--- config.mk ---
export PLATFORM = sky130hd
export DESIGN_NAME = idx_byte_reader
export DESIGN_NICKNAME = d
export VERILOG_FILES = /design/src/rtl/ibr_pkg.sv /design/src/rtl/ibr_idx_ctrl.sv /design/src/rtl/ibr_aligner.sv /design/src/rtl/ibr_datapath.sv /design/src/rtl/idx_byte_reader.sv
export SDC_FILE = /design/constraint.sdc
export NUM_CORES = 1
export LEC_CHECK = 0
export BUFFER_PORTS_ARGS = -buffer_cell sky130_fd_sc_hd__buf_2
export CORE_ASPECT_RATIO = 1.25
export CORE_MARGIN = 2
export CORE_UTILIZATION = 33
export CTS_CLUSTER_SIZE = 10
export DETAILED_ROUTE_END_ITERATION = 12
export PLACE_DENSITY = 0.57
export SLEW_MARGIN = 5
export SYNTH_ARGS = -nofsm -noshare
export SYNTH_HDL_FRONTEND = slang
export SYNTH_SLANG_ARGS = --single-unit
--- constraint.sdc ---
create_clock -name clk -period 3.7 [get_ports clk]
set_clock_uncertainty 0.2 [all_clocks]
set_input_delay 0.185 -clock clk [delete_from_list [all_inputs] [get_ports clk]]
set_output_delay 0.185 -clock clk [all_outputs]
set_load 0.01 [all_outputs]
--- src/rtl/ibr_pkg.sv ---
package ibr_pkg;
  localparam int NUM_REGS = 8;
  localparam int DATA_W   = 32;
  localparam int BYTES    = DATA_W / 8;
  localparam int IDX_W    = $clog2(NUM_REGS);
  localparam int BYTE_W   = $clog2(BYTES);
  localparam int OFF_W    = IDX_W + BYTE_W;

  // Strobes passed from pointer control to the datapath
  typedef struct packed {
    logic              rdFire;
    logic [IDX_W-1:0]  wordSel;
    logic [BYTE_W-1:0] byteSel;
  } rd_strobe_t;
endpackage

--- src/rtl/ibr_idx_ctrl.sv ---
module ibr_idx_ctrl
  import ibr_pkg::*;
#(
  parameter int LOAD_LAT = 3
) (
  input  logic             clk,
  input  logic             rst,
  input  logic             rdEn,
  input  logic             idxWr,
  input  logic [OFF_W-1:0] idxOffset,
  output rd_strobe_t       strb,
  output logic             idxReady
);
  localparam int CNT_W = $clog2(LOAD_LAT + 1);

  logic [IDX_W-1:0]  curWord;
  logic [BYTE_W-1:0] curByte;
  logic [OFF_W-1:0]  pendOff;
  logic [CNT_W-1:0]  pendCnt;
  logic              pending;
  logic [IDX_W-1:0]  stepWord;

  assign stepWord = rdEn ? IDX_W'(curWord + 1'b1) : curWord;

  always_ff @(posedge clk) begin
    if (rst) begin
      curWord  <= '0;
      curByte  <= '0;
      pendOff  <= '0;
      pendCnt  <= '0;
      pending  <= 1'b0;
      idxReady <= 1'b1;
    end else begin
      curWord <= stepWord;
      if (idxWr) begin
        pending  <= 1'b1;
        pendOff  <= idxOffset;
        pendCnt  <= CNT_W'(LOAD_LAT - 1);
        idxReady <= 1'b0;
      end else if (pending) begin
        if (pendCnt == '0) begin
          curWord  <= pendOff[OFF_W-1:BYTE_W];
          curByte  <= pendOff[BYTE_W-1:0];
          pending  <= 1'b0;
          idxReady <= 1'b1;
        end else begin
          pendCnt <= pendCnt - 1'b1;
        end
      end
    end
  end

  always_comb begin
    strb.rdFire  = rdEn;
    strb.wordSel = curWord;
    strb.byteSel = curByte;
  end
endmodule

--- src/rtl/ibr_aligner.sv ---
module ibr_aligner
  import ibr_pkg::*;
(
  input  logic [DATA_W-1:0] hiWord,
  input  logic [DATA_W-1:0] loWord,
  input  logic [BYTE_W-1:0] byteSel,
  output logic [DATA_W-1:0] window
);
  logic [2*DATA_W-1:0] pair;
  assign pair = {hiWord, loWord};

  // One byte lane per output position; lane k takes pair byte byteSel+k
  for (genvar k = 0; k < BYTES; k++) begin : g_lane
    logic [BYTE_W:0] src;
    assign src = {1'b0, byteSel} + (BYTE_W+1)'(k);
    assign window[DATA_W-1-8*k -: 8] = pair[(2*BYTES-1-int'(src))*8 +: 8];
  end
endmodule

--- src/rtl/ibr_datapath.sv ---
module ibr_datapath
  import ibr_pkg::*;
(
  input  logic              clk,
  input  logic              rst,
  input  logic              wrEn,
  input  logic [IDX_W-1:0]  wrAddr,
  input  logic [DATA_W-1:0] wrData,
  input  rd_strobe_t        strb,
  output logic [DATA_W-1:0] rdData,
  output logic              rdValid
);
  logic [DATA_W-1:0] bank [NUM_REGS];
  logic [IDX_W-1:0]  nextWord;
  logic [DATA_W-1:0] window;

  assign nextWord = IDX_W'(strb.wordSel + 1'b1);

  ibr_aligner u_align (
    .hiWord (bank[strb.wordSel]),
    .loWord (bank[nextWord]),
    .byteSel(strb.byteSel),
    .window (window)
  );

  always_ff @(posedge clk) begin
    if (rst) begin
      for (int i = 0; i < NUM_REGS; i++) bank[i] <= '0;
    end else if (wrEn) begin
      bank[wrAddr] <= wrData;
    end
  end

  always_ff @(posedge clk) begin
    if (rst) begin
      rdData  <= '0;
      rdValid <= 1'b0;
    end else begin
      rdValid <= strb.rdFire;
      if (strb.rdFire) rdData <= window;
    end
  end
endmodule

--- src/rtl/idx_byte_reader.sv ---
module idx_byte_reader
  import ibr_pkg::*;
#(
  parameter int LOAD_LAT = 3
) (
  input  logic              clk,
  input  logic              rst,
  input  logic              wr_en,
  input  logic [IDX_W-1:0]  wr_addr,
  input  logic [DATA_W-1:0] wr_data,
  input  logic              idx_wr,
  input  logic [OFF_W-1:0]  idx_offset,
  input  logic              rd_en,
  output logic [DATA_W-1:0] rd_data,
  output logic              rd_valid,
  output logic              idx_ready
);
  rd_strobe_t strb;

  ibr_idx_ctrl #(.LOAD_LAT(LOAD_LAT)) u_ctrl (
    .clk      (clk),
    .rst      (rst),
    .rdEn     (rd_en),
    .idxWr    (idx_wr),
    .idxOffset(idx_offset),
    .strb     (strb),
    .idxReady (idx_ready)
  );

  ibr_datapath u_dp (
    .clk    (clk),
    .rst    (rst),
    .wrEn   (wr_en),
    .wrAddr (wr_addr),
    .wrData (wr_data),
    .strb   (strb),
    .rdData (rd_data),
    .rdValid(rd_valid)
  );
endmodule

==> results.txt <==
- Run status: complete, no violations
- The tree is rooted in a sky130_fd_sc_hd__clkbuf_16.
* Post-synthesis net count: 1354
- The worst setup path is launched from a flop.
- Distinct cell type count after synthesis: 65
- H-tree Lvls: 2
- Final Max Slew Viols: 0
* Count of synthesis-stage warnings from yosys: 0
* Final min period: 2.91 ns
- Depth of the worst register-to-register path: 7
- Synthesized instance count: 1306
- Sequential Power Share: 0.435
- For flop-to-flop paths, the worst setup slack is 0.79 ns.
- # nets final: 1460
* Iteration-0 DRC count of the detailed router: 1308
* Average cell area after synthesis: 12.8 µm²
- Vias in the first global route: 11.8k
- In this run the count of I/O pins placed on the die edge is 79.
- Number of max-cap violations: 0
- Largest fanout on the critical path: 27
- The complex-gate fraction of the synthesized area was 0.0649.
- Largest family of logic cells by synthesized area: multiplexers
- Entering global routing, the biggest net connects 63 pins.
- Antenna Nets Post-Route: 0
* Global-route wire length before repair: 79.8 mm
- Post-synth EDFFs: 256
- Area inside the core boundary: 50200 µm²
- Of the total synthesized cell area, the portion taken by XOR and XNOR cells is 0.00367.
* Post-synthesis share of cell area spent on full adders, half adders and majority gates: 0.00225
- Final Power: 9.38 mW
- Static timing analysis puts the maximum clock frequency at 0.344 GHz.
- For this design, the sink count on the clock tree is 303.
- For the worst setup path, the data arrival time is 3.14 ns.
- Using the TritonRoute via totals, the vias-per-cell ratio works out to 5.64.
* Final instance area: 19400 µm²
- In this run the cell area of the synthesized design comes to 16700 µm².
- Setup WS post-layout: 0.792 ns
- Fraction of final layout cells sized beyond drive strength 1: 0.229
- The filler cells instantiated in the layout total 4767.
- Final hold violation count: 0
- After clock tree synthesis, the repair step resized 0 gates.
* Switching power of the nets: 2.70 mW
* Number of buffers inserted during clock tree synthesis: 37
* Remaining global-route overflow: 0
- Input and output buffers added on the ports amount to 78.
* Worst hold path cell count: 3
- Horizontal die dimension: 205 µm
- Clock latency at the later pin of the worst-skew pair: 0.55 ns
- Die outline area: 52500 µm²
* Post-synth top flop: sky130_fd_sc_hd__edfxtp_1
- Share of synthesized area spent on multiplexers: 0.208
* Final Cycle Share: 0.786
* Starting density of the core: 0.333
- Static Leak: 6.78 nW
- Relative contribution of the clock network to total power: 0.355
* Signed area change from the synthesized netlist to the final layout: 16.3%
* Kind of capture point of the worst setup path: flop
- Logic gate share of total power: 0.211
- Synthesized flop and latch total: 303
* Sequential element share of the synthesized area: 0.516
* Unrepaired setup endpoints after global routing: no
- For this run, the detailed router's first-pass iteration total came to 6.
- In this run the cell area measured after placement is 17900 µm².
* Number of antenna violations at the first check in global routing: 3
- Clock-pin slew on the worst setup and hold paths: 0.07 ns
- The startpoint identified for the worst register-to-register timing path is u_ctrl.curWord[1].
- At the end of routability-driven placement, the weighted congestion stood at 0.916.
* Routed wirelength normalized by instance count: 25.8 µm
- Worst vdd rail ir drop: 0.267 mV
- Fraction of power spent switching nets: 0.288
* Required time worst endpoint: 3.94 ns
- Internal: 6.68 mW
- Worst setup slack before clock tree synthesis: 0.740 ns
* Setup TNS: 0 ns
- Simple-gate share of the synthesized area: 0.174
- The worst hold path belongs to the class in2reg.
- Wires add up to 54.0 mm.
- The clock passes through at most 3 buffers.
* Startpoint of the lowest-slack hold path: rd_en
- Across all hold checks on the routed design, the worst slack comes to 0.0519 ns.
- The die is 256 µm tall.
- Headroom to the max-slew limit: 0.330
- TritonCTS built the clock tree.
* Number of vias after detailed routing: 11.8k
- Dividing total power by cell area gives a power density of 483 nW/µm².
- In the routed design, unresolved DRC markers number 0.
* End of the worst register-to-register path: u_dp.rdData[17]
- The critical path in this run is classified as reg2reg.
- Setup-failing EPs final: 0
* Rows: 92
- DP HPWL: 34.8 mm
- For the pin with the worst max-slew slack, the measured transition is 1.00 ns.
- For this run, the total global-route usage over all layers was measured as 0.206.
- Counting flops with an async set or reset pin after synthesis yields a share of 0.
* Worst hold path endpoint: u_dp.rdData[25]
layer usage:
layer | track usage | part of all wire | vias to the layer above
met5 | 0 | 0 | -
met4 | 0.0881 | 0.044 | 0
met3 | 0.0311 | 0.076 | 119
met2 | 0.335 | 0.48 | 605
met1 | 0.273 | 0.40 | 5933
li1 | - | - | 5144
flip-flops by register name, summed over array words and instances, names as in the netlist:
| register | cells |
|---|---|
| u_ctrl.pendOff | 5 |
| u_dp.bank | 256 |
| u_ctrl.idxReady | 1 |
| u_dp.rdValid | 1 |
| u_ctrl.pending | 1 |
| u_ctrl.curByte | 2 |
| u_ctrl.curWord | 3 |
| u_dp.rdData | 32 |
| u_ctrl.pendCnt | 2 |
cells by family after synthesis:
| kind of cell | count (synthesis) |
|---|---|
| mux | 193 |
| compound gates | 149 |
| xor+xnor | 4 |
| fa+ha+maj | 3 |
| simple gates | 549 |
| flops | 303 |
| buf+inv | 105 |
critical path, stage by stage (launching register included):
cell and delay (ns):
sky130_fd_sc_hd__dfxtp_4 0.36, sky130_fd_sc_hd__ha_4 0.60, sky130_fd_sc_hd__buf_12 0.29, sky130_fd_sc_hd__mux4_2 0.52, sky130_fd_sc_hd__a22oi_1 0.28, sky130_fd_sc_hd__nand3_1 0.24
sky130_fd_sc_hd__o32ai_1 0.17, sky130_fd_sc_hd__nor3_1 0.08
synthesized netlist by cell type (all sizes together) (9+ instances only):
cell,instances,area [µm²]
nor3,18,90.1
mux2i,58,581
clkbuf,51,191
edfxtp,256,7690
o21ai,27,135
nor2,95,359
mux2,14,158
a21oi,24,120
nand3,34,170
and2,261,1630
nand2b,9,56.3
a22oi,11,82.6
dfxtp,47,941
buf,48,290
a211oi,12,105
nand2,96,360
mux4,121,2740
power by group through the flow:
stage,Combinational (mW),Sequential [mW],Clock (mW)
after floorplan,1.25,4.10,0
after global placement,1.92,4.13,0
after detailed placement,1.92,4.15,0
after CTS,1.97,4.07,3.39
after global routing,2.08,4.10,3.50
final,1.98,4.08,3.33
final cells by class:
type	instances	area, µm²	share of cell area
clock inverters	5	53.8	0.00277
multi-input cells	898	7620	0.392
flip-flops and latches	303	8640	0.444
well taps	658	823	0.0424
clock buffers	56	1020	0.0524
repair buffers	166	1260	0.0647
inverters	6	22.5	0.00116
diodes	2	5.00	0.000257
metrics by stage:
| stage | utilization | std cells |
|---|---|---|
| floorplan | - | 1306 |
| global placement | 0.357 | 1988 |
| detailed placement | 0.357 | 1988 |
| CTS | 0.387 | 2092 |
| global route | 0.387 | 2093 |
| finish | 0.387 | 2094 |
worst max path at each step:
stage                      startpoint              end  depth (start not counted)
floorplan           u_ctrl.curByte[0]   u_dp.rdData[5]                         11
global placement    u_ctrl.curWord[1]  u_dp.rdData[17]                          7
detailed placement  u_ctrl.curWord[1]  u_dp.rdData[17]                          7
CTS                 u_ctrl.curWord[1]  u_dp.rdData[17]                          7
global route        u_ctrl.curWord[1]  u_dp.rdData[17]                          7
finish              u_ctrl.curWord[1]  u_dp.rdData[17]                          7
placed cells by master (no fill, tap or decap), types with 37 or more instances in the layout:
master / n
sky130_fd_sc_hd__nand2_1: 96
sky130_fd_sc_hd__dfxtp_1: 43
sky130_fd_sc_hd__mux4_2: 116
sky130_fd_sc_hd__buf_2: 78
sky130_fd_sc_hd__mux2i_1: 58
sky130_fd_sc_hd__and2_1: 261
sky130_fd_sc_hd__buf_4: 37
sky130_fd_sc_hd__clkbuf_16: 38
sky130_fd_sc_hd__nor2_1: 88
sky130_fd_sc_hd__edfxtp_1: 256
sky130_fd_sc_hd__dlygate4sd3_1: 43
repair_timing:
item | CTS | global route
hold endpoints to repair | 265 | 0
hold buffers | 43 | 0
setup buffers | 0 | 0
Power figures use the tool's default switching activity.
